File: config.mk
export PLATFORM = sky130hd
export DESIGN_NAME = ilv_sar_sequencer
export DESIGN_NICKNAME = d
export VERILOG_FILES = /design/src/rtl/ilv_sar_pkg.sv /design/src/rtl/ilv_phase_gen.sv /design/src/rtl/ilv_sar_section.sv /design/src/rtl/ilv_xfer_mux.sv /design/src/rtl/ilv_sar_sequencer.sv
export SDC_FILE = /design/constraint.sdc
export NUM_CORES = 1
export LEC_CHECK = 0
export BUFFER_PORTS_ARGS = -buffer_cell sky130_fd_sc_hd__buf_2
export CORE_MARGIN = 2
export CORE_UTILIZATION = 53
export CTS_BUF_LIST = sky130_fd_sc_hd__clkbuf_4 sky130_fd_sc_hd__clkbuf_8 sky130_fd_sc_hd__clkbuf_16
export DETAILED_ROUTE_END_ITERATION = 16
export HOLD_SLACK_MARGIN = 0.02
export PLACE_DENSITY = 0.85
export REMOVE_ABC_BUFFERS = 1
export SYNTH_ARGS = -nofsm -noshare
export SYNTH_HDL_FRONTEND = slang
export SYNTH_HIERARCHICAL = 1
export SYNTH_SLANG_ARGS = --single-unit
File: constraint.sdc
create_clock -name clk -period 4.75 [get_ports clk]
set_clock_uncertainty 0.1 [all_clocks]
set_input_delay 0.95 -clock clk [delete_from_list [all_inputs] [get_ports clk]]
set_output_delay 0.95 -clock clk [all_outputs]
set_load 0.05 [all_outputs]
File: src/rtl/ilv_sar_pkg.sv
// Package: shared slot encoding and the slot decode used by every section.
// Assumes the input-sample slot sits at phase 3 and conversion follows it directly.
package ilv_sar_pkg;

    typedef enum logic [2:0] {
        SLOT_ZERO,
        SLOT_AZERO,
        SLOT_GCAL,
        SLOT_SAMPLE,
        SLOT_CONV,
        SLOT_XFER,
        SLOT_IDLE
    } slot_e;

    localparam int SLOT_SAMPLE_PH = 3;

    // Map a section phase to its schedule slot for a given word width.
    function automatic slot_e slot_of(input int ph, input int sar_w);
        if (ph == 0) begin
            return SLOT_ZERO;
        end else if (ph == 1) begin
            return SLOT_AZERO;
        end else if (ph == 2) begin
            return SLOT_GCAL;
        end else if (ph == SLOT_SAMPLE_PH) begin
            return SLOT_SAMPLE;
        end else if (ph <= SLOT_SAMPLE_PH + sar_w) begin
            return SLOT_CONV;
        end else if (ph == SLOT_SAMPLE_PH + sar_w + 1) begin
            return SLOT_XFER;
        end else begin
            return SLOT_IDLE;
        end
    endfunction

endpackage

File: src/rtl/ilv_phase_gen.sv
// Master phase counter shared by all sections.
// Reset loads the value one below the sample slot, so section 0 samples
// in the first cycle after release. PHASES must be a power of two.
module ilv_phase_gen
    import ilv_sar_pkg::*;
#(
    parameter int PHASES = 16
) (
    input  logic                        clk,
    input  logic                        rst_n,
    output logic [$clog2(PHASES)-1:0]   cnt_o,
    output logic                        run_o
);

    localparam int PH_W = $clog2(PHASES);
    localparam logic [PH_W-1:0] RST_CNT = PH_W'(SLOT_SAMPLE_PH - 1);

    logic [PH_W-1:0] cnt_q;
    logic            run_q;

    if (PHASES != (1 << PH_W)) begin : g_bad_phases
        $error("PHASES must be a power of two");
    end

    // Advance the shared phase each clock; hold the preload during reset.
    always_ff @(posedge clk) begin
        if (!rst_n) begin
            cnt_q <= RST_CNT;
            run_q <= 1'b0;
        end else begin
            cnt_q <= cnt_q + 1'b1;
            run_q <= 1'b1;
        end
    end

    assign cnt_o = cnt_q;
    assign run_o = run_q;

    // the phase steps by one each running clock, wrapping modulo PHASES.
    assert_phase_step_R1: assert property (@(posedge clk) disable iff (!rst_n)
        run_q |=> (cnt_q == PH_W'($past(cnt_q) + 1'b1)));

    // the first running cycle is the sample phase of section 0.
    assert_first_run_sample_R7: assert property (@(posedge clk) disable iff (!rst_n)
        !run_q |=> (run_q && cnt_q == PH_W'(SLOT_SAMPLE_PH)));

endmodule

File: src/rtl/ilv_sar_section.sv
// One converter section: it decodes its own phase from the shared counter,
// drives its five slot strobes, and holds its successive-approximation word.
// Assumes the conversion slots immediately follow the sample slot.
module ilv_sar_section
    import ilv_sar_pkg::*;
#(
    parameter int SEC_IDX = 0,
    parameter int PHASES  = 16,
    parameter int STAGGER = 2,
    parameter int SAR_W   = 11
) (
    input  logic                        clk,
    input  logic                        rst_n,
    input  logic                        run_i,
    input  logic [$clog2(PHASES)-1:0]   cnt_i,
    input  logic                        cmp_i,
    output logic                        zero_o,
    output logic                        azero_o,
    output logic                        gcal_o,
    output logic                        smp_o,
    output logic                        xfer_o,
    output logic [SAR_W-1:0]            word_o,
    output logic                        primed_o
);

    localparam int PH_W  = $clog2(PHASES);
    localparam int BIT_W = $clog2(SAR_W);
    localparam int CONV0 = SLOT_SAMPLE_PH + 1;
    localparam logic [PH_W-1:0]  OFFSET   = PH_W'(STAGGER * SEC_IDX);
    localparam logic [SAR_W-1:0] MSB_ONLY = {1'b1, {(SAR_W-1){1'b0}}};

    logic [PH_W-1:0]  ph;
    slot_e            slot;
    logic [BIT_W-1:0] bit_pos;
    logic [SAR_W-1:0] word_q;
    logic             primed_q;

    // Phase of this section and its current slot (idle while not running).
    always_comb begin
        ph      = cnt_i - OFFSET;
        slot    = run_i ? slot_of(int'(ph), SAR_W) : SLOT_IDLE;
        bit_pos = BIT_W'(SAR_W - 1 - (int'(ph) - CONV0));
    end

    // Slot strobes for the analog side.
    assign zero_o  = (slot == SLOT_ZERO);
    assign azero_o = (slot == SLOT_AZERO);
    assign gcal_o  = (slot == SLOT_GCAL);
    assign smp_o   = (slot == SLOT_SAMPLE);
    assign xfer_o  = (slot == SLOT_XFER);

    // Successive approximation: load the MSB trial, then resolve one bit per clock.
    always_ff @(posedge clk) begin
        if (!rst_n) begin
            word_q   <= '0;
            primed_q <= 1'b0;
        end else if (slot == SLOT_SAMPLE) begin
            word_q   <= MSB_ONLY;
            primed_q <= 1'b1;
        end else if (slot == SLOT_CONV) begin
            word_q[bit_pos] <= cmp_i;
            if (bit_pos != '0) begin
                word_q[bit_pos - 1'b1] <= 1'b1;
            end
        end
    end

    assign word_o   = word_q;
    assign primed_o = primed_q;

    // gain trim is always followed by the input sample.
    assert_cal_then_sample_R1: assert property (@(posedge clk) disable iff (!rst_n)
        gcal_o |=> smp_o);

    // after transfer the schedule wraps to the zero-reference slot.
    assert_xfer_then_zero_R1: assert property (@(posedge clk) disable iff (!rst_n)
        xfer_o |=> zero_o);

    // sampling leaves only the MSB trial bit set.
    assert_sample_loads_msb_R2: assert property (@(posedge clk) disable iff (!rst_n)
        smp_o |=> (word_q == MSB_ONLY));

    // outside sample and conversion, the word does not move.
    assert_word_hold_R9: assert property (@(posedge clk) disable iff (!rst_n)
        (run_i && slot != SLOT_CONV && slot != SLOT_SAMPLE) |=> $stable(word_q));

    // at most one strobe per section per cycle.
    assert_one_strobe_R10: assert property (@(posedge clk) disable iff (!rst_n)
        $countones({zero_o, azero_o, gcal_o, smp_o, xfer_o}) <= 1);

endmodule

File: src/rtl/ilv_xfer_mux.sv
// Output selector: it passes the word of the primed section in transfer.
// Assumes at most one section is in its transfer slot at any time.
module ilv_xfer_mux #(
    parameter int NUM_SEC = 8,
    parameter int SAR_W   = 11
) (
    input  logic                        clk,
    input  logic                        rst_n,
    input  logic [NUM_SEC-1:0]          xfer_i,
    input  logic [NUM_SEC-1:0]          primed_i,
    input  logic [NUM_SEC*SAR_W-1:0]    words_i,
    output logic [SAR_W-1:0]            data_o,
    output logic                        valid_o,
    output logic [$clog2(NUM_SEC)-1:0]  sec_o
);

    localparam int SEL_W = $clog2(NUM_SEC);

    // Pick the transferring primed section; drive zero otherwise.
    always_comb begin
        data_o  = '0;
        valid_o = 1'b0;
        sec_o   = '0;
        for (int s = 0; s < NUM_SEC; s++) begin
            if (xfer_i[s] && primed_i[s]) begin
                data_o  = words_i[s*SAR_W +: SAR_W];
                valid_o = 1'b1;
                sec_o   = SEL_W'(s);
            end
        end
    end

    // never two sections in transfer at once.
    assert_single_xfer_R6: assert property (@(posedge clk) disable iff (!rst_n)
        $onehot0(xfer_i));

    // transfers, like samples, fall on alternate clocks.
    assert_xfer_alternate_R5: assert property (@(posedge clk) disable iff (!rst_n)
        (|xfer_i) |=> !(|xfer_i));

endmodule

File: src/rtl/ilv_sar_sequencer.sv
// Top: shared phase counter, NUM_SEC staggered sections and the output mux.
// Assumes NUM_SEC*STAGGER equals the schedule length and the schedule fits.
module ilv_sar_sequencer
    import ilv_sar_pkg::*;
#(
    parameter int NUM_SEC = 8,
    parameter int SAR_W   = 11,
    parameter int STAGGER = 2
) (
    input  logic                         clk,
    input  logic                         rst_n,
    input  logic [NUM_SEC-1:0]           cmp_dec,
    output logic [NUM_SEC-1:0]           zero_stb,
    output logic [NUM_SEC-1:0]           azero_stb,
    output logic [NUM_SEC-1:0]           gcal_stb,
    output logic [NUM_SEC-1:0]           smp_stb,
    output logic [NUM_SEC-1:0]           xfer_stb,
    output logic [NUM_SEC*SAR_W-1:0]     sar_words,
    output logic [SAR_W-1:0]             out_data,
    output logic                         out_valid,
    output logic [$clog2(NUM_SEC)-1:0]   out_sec
);

    localparam int PHASES = NUM_SEC * STAGGER;
    localparam int PH_W   = $clog2(PHASES);

    logic [PH_W-1:0]    cnt;
    logic               run;
    logic [NUM_SEC-1:0] primed;

    if (SLOT_SAMPLE_PH + SAR_W + 2 > PHASES) begin : g_bad_fit
        $error("schedule does not fit in NUM_SEC*STAGGER phases");
    end

    ilv_phase_gen #(
        .PHASES (PHASES)
    ) i_phase (
        .clk   (clk),
        .rst_n (rst_n),
        .cnt_o (cnt),
        .run_o (run)
    );

    for (genvar s = 0; s < NUM_SEC; s++) begin : g_sec
        ilv_sar_section #(
            .SEC_IDX (s),
            .PHASES  (PHASES),
            .STAGGER (STAGGER),
            .SAR_W   (SAR_W)
        ) i_sec (
            .clk      (clk),
            .rst_n    (rst_n),
            .run_i    (run),
            .cnt_i    (cnt),
            .cmp_i    (cmp_dec[s]),
            .zero_o   (zero_stb[s]),
            .azero_o  (azero_stb[s]),
            .gcal_o   (gcal_stb[s]),
            .smp_o    (smp_stb[s]),
            .xfer_o   (xfer_stb[s]),
            .word_o   (sar_words[s*SAR_W +: SAR_W]),
            .primed_o (primed[s])
        );

        // the next section samples STAGGER clocks later.
        assert_stagger_R4: assert property (@(posedge clk) disable iff (!rst_n)
            smp_stb[s] |=> ##1 smp_stb[(s + 1) % NUM_SEC]);
    end

    ilv_xfer_mux #(
        .NUM_SEC (NUM_SEC),
        .SAR_W   (SAR_W)
    ) i_mux (
        .clk      (clk),
        .rst_n    (rst_n),
        .xfer_i   (xfer_stb),
        .primed_i (primed),
        .words_i  (sar_words),
        .data_o   (out_data),
        .valid_o  (out_valid),
        .sec_o    (out_sec)
    );

    // never more than one section sampling.
    assert_one_sampler_R5: assert property (@(posedge clk) disable iff (!rst_n)
        $onehot0(smp_stb));

    // a running clock with no sample is followed by one with a sample.
    assert_sample_cadence_R5: assert property (@(posedge clk) disable iff (!rst_n)
        (run && !(|smp_stb)) |=> (|smp_stb));

    // a valid output comes only from a section in transfer.
    assert_valid_needs_xfer_R8: assert property (@(posedge clk) disable iff (!rst_n)
        out_valid |-> xfer_stb[out_sec]);

endmodule

Word level (Yosys, flattened, before mapping)
Cells that the tools add are included.
{ "op_classes": {"add_sub_neg": 32, "n_lt_le_gt_ge": 40, "eq_ne": 72, "muxes": 144, "bitwise": 9, "reduce_logical": 64} }
{ "op_table": {"columns": ["op", "n"], "rows": [
  ["$mux 11", 32],
  ["$mux 3", 52],
  ["$bwmux 11", 8],
  ["$or 11x11->11", 8],
  ["$lt 4x5->1 const B", 16],
  ["$demux 1 s4", 16],
  ["$eq 4x3->1 const B", 16],
  ["$ge 4x1->1 const B", 16],
  ["$eq 3x2->1 const B", 16],
  ["$eq 3x3->1 const B", 16],
  ["$sub 4x3->4 const B", 10],
  ["$eq 4x1->1 const B", 8],
  ["$eq 4x2->1 const B", 8],
  ["$le 4x4->1 const B", 8],
  ["$logic_not 4->1", 8],
  ["$reduce_bool 4->1", 8],
  ["$sub 4x1->4 const B", 8],
  ["$sub 4x4->4 const A", 8],
  ["$mux 1", 26],
  ["$eq 3x1->1 const B", 8],
  ["$logic_and 1x1->1", 24],
  ["$logic_not 3->1", 8],
  ["$mux 2", 10],
  ["$reduce_bool 2->1", 8],
  ["5 further kinds", 15]
]} }
{ "totals": {"ff_bits": 101, "in_bits": 10, "output_inout_bits": 143, "word_cells": 387} }

Logic depth before layout (Yosys ltp)
{ "depth": {"depth_word": 18, "ltp_mapped": 12, "depth_no_buf": 10} }

Hierarchy
Netlist, hierarchy kept.
{ "modules_own_cells": {"columns": ["mod", "instances", "cells_each", "area_per_inst_um2", "seq_area_each_um2"], "rows": [
  ["ilv_sar_section (g_sec[5].i_sec)", 1, 134, 1193.6, 240.2],
  ["ilv_sar_section (g_sec[7].i_sec)", 1, 135, 1183.6, 240.2],
  ["ilv_sar_section (g_sec[4].i_sec)", 1, 149, 1162.4, 240.2],
  ["ilv_sar_section (g_sec[1].i_sec)", 1, 139, 1143.6, 240.2],
  ["ilv_sar_section (g_sec[3].i_sec)", 1, 133, 1143.6, 240.2],
  ["ilv_sar_section (g_sec[0].i_sec)", 1, 132, 1079.8, 240.2],
  ["ilv_sar_section (g_sec[6].i_sec)", 1, 126, 1053.5, 240.2],
  ["ilv_sar_section (g_sec[2].i_sec)", 1, 128, 1026.0, 240.2],
  ["ilv_xfer_mux", 1, 151, 897.1, 0.0],
  ["ilv_phase_gen", 1, 14, 165.2, 100.1]
]} }

Least setup slack after synthesis
Ideal clock, no wire load.
{ "synth_timing": {"path_type": "flip-flop to output port", "from": "reg i_phase.cnt_q[1], in the netlist i_phase/cnt_o[1]", "to": "out out_data[9]", "t_arrival_ns": 5.950, "required_time_ns": 3.700, "path_slack_ns": -2.250, "path_stages_with_launch": 9, "path_buffers": 2, "path_cell_list": "dfxtp_1 > inv_1 > ha_1 > buf_6 > nor4_1 > and2_1 > buf_2 > nor3_1 > o31ai_1"} }
{ "synth_via": {"elab_cells_between_ends": 135, "cone_classes": "add/sub: 7; order compare: 8; eq/ne: 40; mux: 64; reduce/logical: 16"} }
{ "synth_rtl": {"columns": ["element", "line_no", "source"], "rows": [
  ["start: declaration", "ilv_phase_gen.sv:18", "logic [PH_W-1:0] cnt_q;"],
  ["start signal: assignment", "ilv_phase_gen.sv:31", "cnt_q <= cnt_q + 1'b1;"],
  ["$sub 4x4->4 (*)", "ilv_sar_section.sv:40", "ph = cnt_i - OFFSET;"],
  ["branches (longest 6 deep; another with $le 4x4->1)", null, null],
  ["$mux 3 (*)", "ilv_sar_pkg.sv:19", "if (ph == 0) begin"],
  ["$mux 3 (*)", "ilv_sar_section.sv:41", "slot = run_i ? slot_of(int'(ph), SAR_W) : SLOT_IDLE;"],
  ["$eq 3x3->1 (*)", "ilv_sar_section.sv:50", "assign xfer_o = (slot == SLOT_XFER);"],
  ["named net xfer_stb[5]", "ilv_sar_sequencer.sv:17", "output logic [NUM_SEC-1:0] xfer_stb,"],
  ["$logic_and 1x1->1 (*)", "ilv_xfer_mux.sv:25", "if (xfer_i[s] && primed_i[s]) begin"],
  ["$mux 11 (*) (3 in series)", "ilv_xfer_mux.sv:25", null],
  ["end: declaration", "ilv_sar_sequencer.sv:19", "output logic [SAR_W-1:0] out_data,"]
]} }
Mark *: on every way through the listed nets, which the timed path passes.

Worst setup path after layout
{ "layout_timing": {"from": "reg i_phase.cnt_q[0], in the netlist i_phase/cnt_o[0]", "to": "out out_data[9]"} }
{ "layout_via": {"elab_chain_len": 18, "elab_cells_between_ends": 135, "cone_classes": "add/sub: 7; order compare: 8; eq/ne: 40; mux: 64; reduce/logical: 16"} }
{ "layout_rtl": {"columns": ["element", "line_no"], "rows": [
  ["branches (longest 17 deep; another with $sub 4x2->4)", null],
  ["$mux 11 (*)", "ilv_xfer_mux.sv:25"]
]} }
Mark *: on every way between the ends.

==> impl.org <==
** Worst setup path
- Beginning of the worst register-to-register path :: i_phase/cnt_o[1]$_SDFF_PN1_
- Critical path capture point type :: primary output
- Largest fanout on the critical path :: 6
- Capture point of the worst reg-to-reg path :: g_sec[7].i_sec/word_o[7]$_SDFFE_PP0P_
- Stage delay of the slowest cell on the critical path :: approximately 0.55 ns
- Buf+Inv Stages, Crit Path :: 2
- Data on the critical path arrives at its endpoint at 3.62 ns.
- Reg2reg setup slack :: 1.52 ns
- Counting cells, the worst reg-to-reg path comes to 9.
- The largest individual stage delay along the critical path comes from the cell or4_4.
- By startpoint and endpoint, the worst setup path is classified as flop to primary output.
- Required time reported for the critical path endpoint :: 3.70 ns
- Top Family by Delay on Critical Path :: compound AO/OA/AOI/OAI gates
- Chain of cells forming the critical path :: inv_1 > ha_1 > or4_4 > a221oi_4 > and2_2 > a32oi_1 > a2111oi_2 > a2111oi_0 > o31ai_1 > buf_4
- Sort of element at the start of the critical path :: flop

** STA
- Post-route setup TNS :: 0 ns
- Setup violations remaining at the end of the flow were counted as 0.
- Final hold violation count :: 0
- Share of the cycle needed by the critical path after routing :: 0.983
- Based on the critical path, the design can be clocked at up to 0.214 GHz.
- Pin slew with the least headroom to its limit :: 1.08 ns
- Final critical delay including setup and external delays :: 4.67 ns
- Measured against its own limit, the worst slew margin works out to 0.272.
- Final slew viol count :: 0

** Synth
- For this run, the leading register cell type out of synthesis is dfxtp_1.
- Post-synthesis xor/xnor area fraction :: 0.0544
- Count of flip-flops with a built-in enable after synthesis :: 0
- Library cells used by synthesis :: 128
- Post-Syn Instances :: 1,241
- Multiplexer area fraction after synthesis :: 0.0342
- After synthesis, the share of flip-flops with an asynchronous set or reset is 0.
- In this run the cell area of the synthesized design comes to 10,000 sq um.
- Synthesized flop and latch total :: approximately 100
- Synthesized-area fraction occupied by ao, oa, aoi and oai cells :: 0.294
- Of the total synthesized cell area, the portion taken by full adders, half adders and majority gates is 0.0941.
- Post-synthesis area per instance :: 8.10 sq um
- After synthesis, the largest family of logic cells by area is compound AO/OA/AOI/OAI gates.
- Synth Area in Simple Gates :: 0.258
- Sequential element share of the synthesized area :: 0.201
- Yosys printed 6 warnings.

** Clocking
- The number of clock buffers added by TritonCTS is 9.
- In this run the number of H-tree levels came out at 3.
- TritonCTS built the clock tree.
- In this run the deepest clock path goes through 2 buffers.
- The tree built by TritonCTS fans out to 101 sinks.
- Clk slew on worst S/H paths :: about 0.070 ns
- CTS placed an instance of clkbuf_16 at the clock tree root.
- For this design, the CTS-stage hold fixing added 0 buffers.
- The clock reaches the later pin of the worst-skew pair after 0.36 ns.

** Global routing
- The first global-routing pass estimated ~55 mm of wire.
- Maximum number of pins on one net before global-route repair :: 57
- The number of global-route vias before repair is between 10,000 and 15,000.
- The number of antenna violations at the first check in global routing came to 0.
- For this run the aggregate overflow at the end of global routing stands at 0.
- For this run, the total global-route usage over all layers was measured as 0.342.

** Routing
- The routed design has 35.2 mm of wire.
- The first detailed-routing pass took 6 iterations.
- In the routed design, unresolved DRC markers number 0.
- Routed len/inst :: 21.9 um
- Detailed routing inserted a total of 11,000 vias.
- Routed via count divided by cell count :: 6.88
- For this block, the initial DRC count from the detailed router was 976.
- Residual antenna-violating net count after detailed routing :: 0

** Min path
- Hold endpoint :: g_sec[2].i_sec/primed_o$_SDFFE_PN0N_
- Path class of the lowest-slack min-delay path :: flop to flop
- The startpoint identified for the worst hold timing path is g_sec[2].i_sec/primed_o$_SDFFE_PN0N_.
- Hold Path Stages :: 1

** Pwr
- Of the total power, registers draw 0.309.
- Power dissipated by switching net loads :: 1.54 mW
- The internal portion of the total power is 1.82 mW.
- In this run the power density over the cells is between 200 and 300 nW/um^2.
- The share of total power dissipated in the clock network is 0.218.
- Maximum vdd drop :: 0.181 mV
- Switching Fraction :: 0.458
- In this run the static leakage power is 4.82 nW.
- The share of total power dissipated in combinational logic is 0.473.

** Floorplan
- Chip Height :: roughly 140 um
- The initial utilization of the core area, before any placement, comes to 0.539.
- In this run the standard cell core region covers 18,600 sq um.
- The floorplan has 50 rows.
- The die covers 20,100 sq um.
- The die is around 140 um wide.
- In this run the count of I/O pins placed on the die edge is 153.

** Finish
- Final-layout fill cell count :: 1,677
- Final antenna diode count :: 0
- In the layout the commonest cells are 151 x buf_2, 97 x dfxtp_1, 83 x nand2_1, 77 x a21oi_1, 74 x ha_1.
- Fraction of final layout cells sized beyond drive strength 1 :: 0.209
- Final layout net count :: 1,451
- The finished cells cover 11,300 sq um.
- Area growth from synthesis to layout :: 12.4%
- For this run, the share of the core covered by cells in the final layout is 0.606.
- Leaving out fill and tap cells, the most frequent cell in the layout is buf_2.

** Placed design
- At the end of routability-driven placement, the weighted congestion stood at 1.08.
- After detailed placement, the total cell area comes to 11,000 sq um.
- After legalization and detailed placement, the total HPWL measured 26.8 mm.
- Port buffering added 152 buffers.

** Run
- The tool flagged a number of max-cap violations equal to 0.

** Run status
- Result of the run :: completed
[worst max-delay path by stage]
stage	start	end	slack, ns	cells after the start
floorplan	i_phase/cnt_o[0]$_SDFF_PN0_	out_data[9]	-2.71	9
global placement	i_phase/cnt_o[1]$_SDFF_PN1_	out_data[10]	0.34	10
detailed placement	i_phase/cnt_o[1]$_SDFF_PN1_	out_data[5]	0.18	10
CTS	i_phase/cnt_o[2]$_SDFF_PN0_	out_data[9]	0.09	10
global route	i_phase/cnt_o[1]$_SDFF_PN1_	out_data[5]	-0.005	11
finish	i_phase/cnt_o[0]$_SDFF_PN0_	out_data[9]	0.08	10
[registers in the layout (all words and copies together), names as in the netlist]
signal and flops:
g_sec.i_sec/word_o 88, g_sec.i_sec/primed_o 8, i_phase/cnt_o 4, i_phase/run_o 1
[routing by layer]
metal,GRT usage,vias to the layer above,wire (um)
li1,-,4981,-
met1,0.433,5177,13400
met2,0.535,718,15800
met3,0.0861,170,3690
met4,0.187,0,2240
met5,0,-,0
[stage by stage]
step / setup WS (ns) / instances / power, mW / hold WS, ns
after floorplan: -2.71 / 1171 / 2.18 / 0.354
after global placement: 0.338 / 1589 / 2.56 / 0.364
after detailed placement: 0.175 / 1589 / 2.59 / 0.376
after CTS: 0.0921 / 1605 / 3.32 / 0.391
after global routing: -0.00535 / 1605 / 3.50 / 0.400
final: 0.0788 / 1605 / 3.35 / 0.391
[synth_stat cells, types with 8 or more instances]
cell type / count / area [sq um]
dfxtp_1: 101 / 2020
nand2_1: 83 / 312
a21oi_1: 77 / 385
ha_1: 74 / 926
nor2_1: 65 / 244
inv_1: 64 / 240
o21ai_0: 56 / 280
nand3_1: 54 / 270
a31oi_1: 44 / 275
nand4_1: 40 / 250
nor3_1: 28 / 140
buf_2: 26 / 130
clkbuf_1: 25 / 93.8
mux2i_1: 25 / 250
nand2b_1: 22 / 138
and2_1: 21 / 131
nor2b_1: 20 / 125
xnor2_1: 18 / 158
a311oi_1: 17 / 149
a211oi_1: 16 / 120
and3_1: 15 / 93.8
o211ai_1: 15 / 113
o221ai_1: 14 / 123
o21ai_1: 12 / 60.1
nand3b_1: 11 / 82.6
nor4_1: 11 / 68.8
o31ai_1: 11 / 82.6
a211o_1: 10 / 87.6
xor2_1: 10 / 87.6
buf_4: 9 / 67.6
nor3b_1: 8 / 60.1
o21a_1: 8 / 60.1
o22ai_1: 8 / 50.1
or3_1: 8 / 50.1
[power groups by stage]
stage | combinational [mW] | sequential [mW] | clock [mW]
global placement | 1.51 | 1.05 | 0
floorplan | 0.949 | 1.23 | 0
global route | 1.70 | 1.04 | 0.770
CTS | 1.55 | 1.03 | 0.739
finish | 1.59 | 1.04 | 0.731
detailed placement | 1.54 | 1.05 | 0
[layout make-up]
type / count / area (sq um) / area share
multi-input combinational: 1005 / 7400 / 0.655
sequential: 101 / 2030 / 0.180
timing repair buffer: 185 / 1040 / 0.0921
tap: 234 / 293 / 0.0259
clock buffer: 12 / 267 / 0.0236
inverter: 65 / 244 / 0.0216
clock inverter: 3 / 20.0 / 0.00177
[what timing repair did]
item | in CTS | in global routing
buffers inserted | 1 | 0
resized for setup | 2 | 5
endpoints found under the setup margin | 10 | 11
pin swaps | 1 | 1
[cell families (layout without fill, tap and decap cells)]
kind of cell / count (synthesis) / in the layout
fa+ha+maj: 76 / 76
flops: 101 / 101
mux: 32 / 32
xor+xnor: 44 / 44
compound gates: 400 / 400
buf+inv: 135 / 265
simple gates: 453 / 453
(Power assumes the default switching activity.)
